==> src/rtl/csc_pkg.sv <==
package csc_pkg;
  typedef enum logic [1:0] {
    MODE_PASS    = 2'd0,
    MODE_RGB2YCC = 2'd1,
    MODE_YCC2RGB = 2'd2,
    MODE_PASS_B  = 2'd3
  } csc_mode_e;

  localparam int NUM_CH   = 3;
  localparam int NUM_COEF = NUM_CH * NUM_CH;
endpackage

==> src/rtl/csc_cfg_regs.sv <==
module csc_cfg_regs
  import csc_pkg::*;
#(
  parameter int REG_W  = 32,
  parameter int ADDR_W = 3,
  parameter int COEF_W = 11,
  parameter int OFS_W  = 9
) (
  input  logic                               clk,
  input  logic                               rst_n,
  input  logic                               we,
  input  logic [ADDR_W-1:0]                  addr,
  input  logic [REG_W-1:0]                   wdata,
  output csc_mode_e                          mode,
  output logic [NUM_COEF-1:0][COEF_W-1:0]    coef,
  output logic [NUM_CH-1:0][OFS_W-1:0]       ofs
);
  localparam int HI = REG_W / 2;

  logic [COEF_W-1:0] lo_c, hi_c;
  logic [OFS_W-1:0]  lo_o, hi_o;
  logic              unused_wbits;

  assign lo_c = wdata[COEF_W-1:0];
  assign hi_c = wdata[HI+COEF_W-1:HI];
  assign lo_o = wdata[OFS_W-1:0];
  assign hi_o = wdata[HI+OFS_W-1:HI];
  assign unused_wbits = ^wdata;

  always_ff @(posedge clk) begin
    if (!rst_n) begin
      mode <= MODE_PASS;
      coef <= '0;
      ofs  <= '0;
    end else if (we) begin
      case (addr)
        ADDR_W'(0): mode <= csc_mode_e'(wdata[1:0]);
        ADDR_W'(1): begin coef[0] <= lo_c; coef[1] <= hi_c; end
        ADDR_W'(2): begin coef[2] <= lo_c; coef[3] <= hi_c; end
        ADDR_W'(3): begin coef[4] <= lo_c; coef[5] <= hi_c; end
        ADDR_W'(4): begin coef[6] <= lo_c; coef[7] <= hi_c; end
        ADDR_W'(5): begin coef[8] <= lo_c; ofs[0]  <= hi_o; end
        ADDR_W'(6): begin ofs[1]  <= lo_o; ofs[2]  <= hi_o; end
        default: ;
      endcase
    end
  end
endmodule

==> src/rtl/csc_mult_stage.sv <==
module csc_mult_stage
  import csc_pkg::*;
#(
  parameter int CH_W   = 8,
  parameter int COEF_W = 11,
  parameter int OFS_W  = 9,
  parameter int PROD_W = 21
) (
  input  logic                               clk,
  input  logic                               rst_n,
  input  logic                               adv,
  input  logic                               in_valid,
  input  logic [NUM_CH*CH_W-1:0]             in_data,
  input  csc_mode_e                          mode,
  input  logic [NUM_COEF-1:0][COEF_W-1:0]    coef,
  input  logic [NUM_CH-1:0][OFS_W-1:0]       ofs,
  output logic                               out_valid,
  output logic                               out_pass,
  output logic [NUM_CH*CH_W-1:0]             out_data,
  output logic [NUM_COEF-1:0][PROD_W-1:0]    out_prod,
  output logic [NUM_CH-1:0][OFS_W-1:0]       out_post
);
  localparam int X_W = CH_W + 2;

  logic signed [X_W-1:0]    xv     [NUM_CH];
  logic signed [PROD_W-1:0] prod_c [NUM_COEF];

  // Input operands: offsets are added ahead of the matrix only for YCbCr to RGB
  for (genvar k = 0; k < NUM_CH; k++) begin : g_in
    logic signed [X_W-1:0] base;
    assign base  = $signed({2'b00, in_data[(NUM_CH-1-k)*CH_W +: CH_W]});
    assign xv[k] = (mode == MODE_YCC2RGB) ? base + X_W'($signed(ofs[k])) : base;
  end

  for (genvar r = 0; r < NUM_CH; r++) begin : g_row
    for (genvar k = 0; k < NUM_CH; k++) begin : g_col
      assign prod_c[r*NUM_CH+k] =
        PROD_W'($signed(coef[r*NUM_CH+k])) * PROD_W'(xv[k]);
    end
  end

  always_ff @(posedge clk) begin
    if (!rst_n) out_valid <= 1'b0;
    else if (adv) out_valid <= in_valid;
  end

  always_ff @(posedge clk) begin
    if (adv) begin
      for (int i = 0; i < NUM_COEF; i++) out_prod[i] <= prod_c[i];
      out_data <= in_data;
      out_pass <= !(mode == MODE_RGB2YCC || mode == MODE_YCC2RGB);
      out_post <= (mode == MODE_RGB2YCC) ? ofs : '0;
    end
  end
endmodule

==> src/rtl/csc_sum_stage.sv <==
module csc_sum_stage
  import csc_pkg::*;
#(
  parameter int CH_W   = 8,
  parameter int OFS_W  = 9,
  parameter int PROD_W = 21,
  parameter int ACC_W  = 24,
  parameter int FRAC_W = 8
) (
  input  logic                               clk,
  input  logic                               rst_n,
  input  logic                               adv,
  input  logic                               in_valid,
  input  logic                               in_pass,
  input  logic [NUM_CH*CH_W-1:0]             in_data,
  input  logic [NUM_COEF-1:0][PROD_W-1:0]    in_prod,
  input  logic [NUM_CH-1:0][OFS_W-1:0]       in_post,
  output logic                               out_valid,
  output logic                               out_pass,
  output logic [NUM_CH*CH_W-1:0]             out_data,
  output logic [NUM_CH-1:0][ACC_W-1:0]       out_acc
);
  localparam logic signed [ACC_W-1:0] HALF = ACC_W'(1) <<< (FRAC_W - 1);

  logic signed [ACC_W-1:0] sum_c [NUM_CH];

  // Row sum, post-matrix offset (integer, so scaled by the fraction) and rounding half
  for (genvar r = 0; r < NUM_CH; r++) begin : g_row
    assign sum_c[r] = ACC_W'($signed(in_prod[r*NUM_CH]))
                    + ACC_W'($signed(in_prod[r*NUM_CH+1]))
                    + ACC_W'($signed(in_prod[r*NUM_CH+2]))
                    + (ACC_W'($signed(in_post[r])) <<< FRAC_W)
                    + HALF;
  end

  always_ff @(posedge clk) begin
    if (!rst_n) out_valid <= 1'b0;
    else if (adv) out_valid <= in_valid;
  end

  always_ff @(posedge clk) begin
    if (adv) begin
      for (int i = 0; i < NUM_CH; i++) out_acc[i] <= sum_c[i];
      out_data <= in_data;
      out_pass <= in_pass;
    end
  end
endmodule

==> src/rtl/csc_sat_stage.sv <==
module csc_sat_stage
  import csc_pkg::*;
#(
  parameter int CH_W   = 8,
  parameter int ACC_W  = 24,
  parameter int FRAC_W = 8
) (
  input  logic                               clk,
  input  logic                               rst_n,
  input  logic                               adv,
  input  logic                               in_valid,
  input  logic                               in_pass,
  input  logic [NUM_CH*CH_W-1:0]             in_data,
  input  logic [NUM_CH-1:0][ACC_W-1:0]       in_acc,
  output logic                               out_valid,
  output logic [NUM_CH*CH_W-1:0]             out_data
);
  localparam logic signed [ACC_W-1:0] MAXV = ACC_W'((1 << CH_W) - 1);

  logic [NUM_CH*CH_W-1:0] pix_c;

  for (genvar r = 0; r < NUM_CH; r++) begin : g_sat
    logic signed [ACC_W-1:0] sh;
    assign sh = $signed(in_acc[r]) >>> FRAC_W;
    assign pix_c[(NUM_CH-1-r)*CH_W +: CH_W] =
      (sh < 0) ? '0 : ((sh > MAXV) ? '1 : sh[CH_W-1:0]);
  end

  always_ff @(posedge clk) begin
    if (!rst_n) out_valid <= 1'b0;
    else if (adv) out_valid <= in_valid;
  end

  always_ff @(posedge clk) begin
    if (!rst_n) out_data <= '0;
    else if (adv) out_data <= in_pass ? in_data : pix_c;
  end
endmodule

==> src/rtl/pixel_csc.sv <==
module pixel_csc
  import csc_pkg::*;
#(
  parameter int CH_W   = 8,
  parameter int COEF_W = 11,
  parameter int OFS_W  = 9,
  parameter int FRAC_W = 8,
  parameter int REG_W  = 32,
  parameter int ADDR_W = 3
) (
  input  logic                      clk,
  input  logic                      rst_n,
  input  logic                      cfg_we,
  input  logic [ADDR_W-1:0]         cfg_addr,
  input  logic [REG_W-1:0]          cfg_wdata,
  input  logic                      s_valid,
  output logic                      s_ready,
  input  logic [NUM_CH*CH_W-1:0]    s_pixel,
  output logic                      m_valid,
  input  logic                      m_ready,
  output logic [NUM_CH*CH_W-1:0]    m_pixel
);
  localparam int PIX_W  = NUM_CH * CH_W;
  localparam int PROD_W = COEF_W + CH_W + 2;
  localparam int ACC_W  = PROD_W + 3;

  csc_mode_e                         mode;
  logic [NUM_COEF-1:0][COEF_W-1:0]   coef;
  logic [NUM_CH-1:0][OFS_W-1:0]      ofs;

  logic                              adv;
  logic                              v1, p1, v2, p2;
  logic [PIX_W-1:0]                  d1, d2;
  logic [NUM_COEF-1:0][PROD_W-1:0]   prod1;
  logic [NUM_CH-1:0][OFS_W-1:0]      post1;
  logic [NUM_CH-1:0][ACC_W-1:0]      acc2;

  // The whole pipe moves when the output slot is empty or being drained
  assign adv     = !m_valid || m_ready;
  assign s_ready = adv;

  csc_cfg_regs #(.REG_W(REG_W), .ADDR_W(ADDR_W), .COEF_W(COEF_W), .OFS_W(OFS_W)) u_cfg (
    .clk(clk), .rst_n(rst_n), .we(cfg_we), .addr(cfg_addr), .wdata(cfg_wdata),
    .mode(mode), .coef(coef), .ofs(ofs)
  );

  csc_mult_stage #(.CH_W(CH_W), .COEF_W(COEF_W), .OFS_W(OFS_W), .PROD_W(PROD_W)) u_mult (
    .clk(clk), .rst_n(rst_n), .adv(adv), .in_valid(s_valid), .in_data(s_pixel),
    .mode(mode), .coef(coef), .ofs(ofs),
    .out_valid(v1), .out_pass(p1), .out_data(d1), .out_prod(prod1), .out_post(post1)
  );

  csc_sum_stage #(.CH_W(CH_W), .OFS_W(OFS_W), .PROD_W(PROD_W), .ACC_W(ACC_W),
                  .FRAC_W(FRAC_W)) u_sum (
    .clk(clk), .rst_n(rst_n), .adv(adv), .in_valid(v1), .in_pass(p1), .in_data(d1),
    .in_prod(prod1), .in_post(post1),
    .out_valid(v2), .out_pass(p2), .out_data(d2), .out_acc(acc2)
  );

  csc_sat_stage #(.CH_W(CH_W), .ACC_W(ACC_W), .FRAC_W(FRAC_W)) u_sat (
    .clk(clk), .rst_n(rst_n), .adv(adv), .in_valid(v2), .in_pass(p2), .in_data(d2),
    .in_acc(acc2), .out_valid(m_valid), .out_data(m_pixel)
  );
endmodule

==> config.mk <==
export PLATFORM = sky130hd
export DESIGN_NAME = pixel_csc
export DESIGN_NICKNAME = d
export VERILOG_FILES = /design/src/rtl/csc_pkg.sv /design/src/rtl/csc_cfg_regs.sv /design/src/rtl/csc_mult_stage.sv /design/src/rtl/csc_sum_stage.sv /design/src/rtl/csc_sat_stage.sv /design/src/rtl/pixel_csc.sv
export SDC_FILE = /design/constraint.sdc
export NUM_CORES = 2
export LEC_CHECK = 0
export ABC_AREA = 1
export ABC_CLOCK_PERIOD_IN_PS = 18000
export BUFFER_PORTS_ARGS = -buffer_cell sky130_fd_sc_hd__buf_2
export CAP_MARGIN = 20
export CORE_ASPECT_RATIO = 1.5
export CORE_MARGIN = 2
export CORE_UTILIZATION = 65
export CTS_CLUSTER_DIAMETER = 40
export CTS_CLUSTER_SIZE = 14
export DETAILED_ROUTE_END_ITERATION = 10
export HOLD_SLACK_MARGIN = 0.15
export PLACE_DENSITY = 0.78
export SYNTH_ARGS = -nofsm -noshare
export SYNTH_HDL_FRONTEND = slang
export SYNTH_HIERARCHICAL = 1
export SYNTH_SLANG_ARGS = --single-unit
export TNS_END_PERCENT = 5
==> constraint.sdc <==
create_clock -name clk -period 18 [get_ports clk]
set_clock_uncertainty 0.05 [all_clocks]
set_input_delay 2.7 -clock clk [delete_from_list [all_inputs] [get_ports clk]]
set_output_delay 2.7 -clock clk [all_outputs]
set_load 0.02 [all_outputs]
Word level (Yosys, flattened, before mapping)
Cells that the tools add are included.

Register bits after elaboration: 493. Word-level logic and storage cells: 96. Output and inout port bits: 26.

$add $sub $neg: 15. Muxes and demuxes: 10. $lt $le $gt $ge: 6. Multipliers: 9. Equal/unequal tests: 8. Reduce and logical (&&, ||, !) cells: 12.

Operators by type and width (number): $mul 11x10->21 (9); $add 24x17->24 (3); $add 24x9->24 const B (3); $add 22x21->23 (3); $add 21x21->22 (3); $gt 16x9->1 const B (3); $lt 16x1->1 const B (3); $mux 8 (6); $add 9x9->10 (3); $mux 10 (3); $mux 24 (1); $reduce_and 2->1 (7); $eq 3x3->1 const B (3); $eq 3x2->1 const B (2); $eq 3x1->1 const B (1); $logic_not 3->1 (1); $eq 2x1->1 const B (1); $eq 2x2->1 const B (1); $logic_not 1->1 (2); $logic_or 1x1->1 (2).

Logic depth before layout (Yosys ltp)
Depth in word-level cells: 4. Mapped depth: 33. Mapped depth without buffers: 32.

Modules after synthesis
Netlist, hierarchy kept.

By module, submodules not included: csc_mult_stage (sequential area each 7257.0 um^2, cells an instance 5686, instances 1, area an instance 48871.9 um^2); csc_sum_stage (sequential area each 2932.8 um^2, cells an instance 1425, instances 1, area an instance 10781.6 um^2); csc_cfg_regs (sequential area each 2562.5 um^2, cells an instance 735, instances 1, area an instance 5073.6 um^2); csc_sat_stage (sequential area each 500.5 um^2, cells an instance 218, instances 1, area an instance 1510.2 um^2); pixel_csc (sequential area each 0.0 um^2, cells an instance 2, instances 1, area an instance 7.5 um^2).

Worst setup path before layout
OpenSTA, ideal clock, no wires.

Path type: in2out. Start: input m_ready. End: output s_ready. Stages on the path: 2. Required time: 15.250 ns. Buffers on the path: 0. Path slack: 5.129 ns. Data arrival time: 10.121 ns. Cell sequence: inv_1 nand2_1.

Word-level cells in the longest chain between the ends: 1.

Ends and longest elaborated chain: start, declared (line pixel_csc.sv:20) `input logic m_ready,`; $logic_or 1x1->1 (line pixel_csc.sv:39) `assign adv = !m_valid || m_ready;`; end, declared (line pixel_csc.sv:17) `output logic s_ready,`.

No other way between the ends.

==> results_dict.tcl <==
set metrics [dict create \
    power_density_nw_per_um2 71.4 \
    io_pins 90 \
    root_buffer "clkbuf_16" \
    via_per_inst 5.59 \
    criticalPathCategory "input pin to flip-flop" \
    cp_num_buf_inv 9 \
    status "completed" \
    maxSlewHeadroom 0.235 \
    avgSynthCellArea_um2 8.15 \
    grt_pass1_vias 54600 \
    antenna_found_initial 8 \
    dieArea_um2 103000 \
    tightest_slew_ns 1.14 \
    cp-end-kind "flip-flop" \
    wl_mm 190 \
    rows 142 \
    p_total_mw 4.94 \
    hp-class "flip-flop to flip-flop" \
    layout_common_cells "inv_1, nand2_1, fa_1, nor2_1, ha_1" \
    synth_nets 9662 \
    p_leak_nw 36.4 \
    setup_tns_ns 0 \
    clockBufferDepth 3 \
    crit_slowest_cell "nand2_1" \
    critPathLaunchType "input pin" \
    drtAntennaViolNets 0 \
    drtPass1Iterations 8 \
    finish.utilization 0.692 \
    wl_per_cell_um 20.3 \
    overflow 0 \
    ir_drop_uv 119 \
    hold_buffers 0 \
    holdWs_ns 0.367 \
    setup_violations 0 \
    synth_area_um2 65400 \
    fin_area_um2 69100 \
    cp_common_cell "inv_1" \
    grt_usage 0.378 \
    cts.sinks 469 \
    hold_viol 0 \
    cts.repair.resized 0 \
    gp_congestion 0.978 \
    die-width_um 263 \
    period_share 0.538 \
    clk_latency_ns 0.68 \
    post_synth_inst_count 8027 \
    fin_crit_ns 9.69 \
    grt_pass1_wl_mm 297 \
    drive_gt1_frac 0.0456 \
    dp_hpwl_mm 152 \
    ys_warn_count 6 \
    vias 52500 \
    grt_max_degree 164 \
    drt_iter0_markers 4218 \
    area_growth_pct 5.72 \
    io_buffers 79 \
    fillers 8320 \
    worst-path-max-fanout 20 \
    path_clk_slew_ns 0.06 \
    die_h_um 393 \
    cts_tree "done" \
    cp_top_family "adder cells" \
    place_area_um2 66800 \
    arrival_ns 9.97 \
    initial_core_util 0.655 \
    drc 0 \
    final_common_cell "inv_1" \
    cts_setup_buffers 0 \
    slew_viol_final 0 \
    worstPathRequired_ns 18.28 \
    fmax_mhz 103 \
    cts_buffers 67 \
    core-area_um2 99900 \
    fin_nets 9668 \
    critPathMaxStageDelay_ns 1.00 \
    rsz0062_at_grt "no" \
    htreeDepth 3 \
    maxCapViolations 0 \
]
report_power, final:
group          switching [mW]  total, mW  internal, mW
Sequential             0.0950       1.48          1.39
Combinational            1.38       2.08         0.702
Clock                   0.581       1.38         0.796
layout make-up:
type / count / area [um2] / share of cell area
Clock inverter: 44 / 553 / 0.00800
Tap cell: 1296 / 1620 / 0.0235
Clock buffer: 80 / 1780 / 0.0257
Multi-Input combinational cell: 5444 / 44700 / 0.646
Timing Repair Buffer: 126 / 776 / 0.0112
Antenna cell: 1 / 2.50 / 0.0000362
Sequential cell: 469 / 12500 / 0.181
Inverter: 1925 / 7230 / 0.104
per-stage QoR:
step / worst slack (ns) / instances
after global placement: 7.97 / 9259
after CTS: 8.56 / 9383
after global routing: 8.07 / 9384
after floorplan: 5.63 / 8027
final: 8.31 / 9385
after detailed placement: 7.89 / 9259
routing by layer:
layer  vias to the layer above  track usage  part of all wire
li1                      24200            -                 -
met1                     25300        0.441              0.36
met2                      2273        0.630              0.47
met3                       714       0.0686             0.082
met4                        12        0.278             0.088
met5                         -            0           0.00048
sequential cells by signal, indices dropped and copies added (netlist names):
register / cells
u_sat/out_data: 24
u_mult/out_prod: 189
u_sum/out_acc: 48
u_mult/out_valid: 1
u_sat/out_valid: 1
u_sum/out_data: 24
u_mult/out_pass: 1
u_sum/out_pass: 1
u_mult/out_data: 24
u_cfg/coef: 99
u_sum/out_valid: 1
u_mult/out_post: 27
u_cfg/mode: 2
u_cfg/ofs: 27
worst reg2reg max path: cells and delay by family, from the launching register on:
kind                       cells  cell delay, ns
and+or+nand+nor               10            2.19
adders and majority gates      7            3.94
DFF                            1            0.33
buffers and inverters          8            1.36
path summary, 6_finish.rpt:
kind	cells after the start	slack, ns	startpoint	end
min	0	0.37	u_mult/out_data[20]	u_sum/out_data[20]
min reg2reg	0	0.37	u_mult/out_data[20]	u_sum/out_data[20]
max reg2reg	25	9.91	u_cfg/mode[0]	u_mult/out_prod[125]
max	30	8.31	s_pixel[8]	u_mult/out_prod[167]
(Power assumes the default switching activity.)
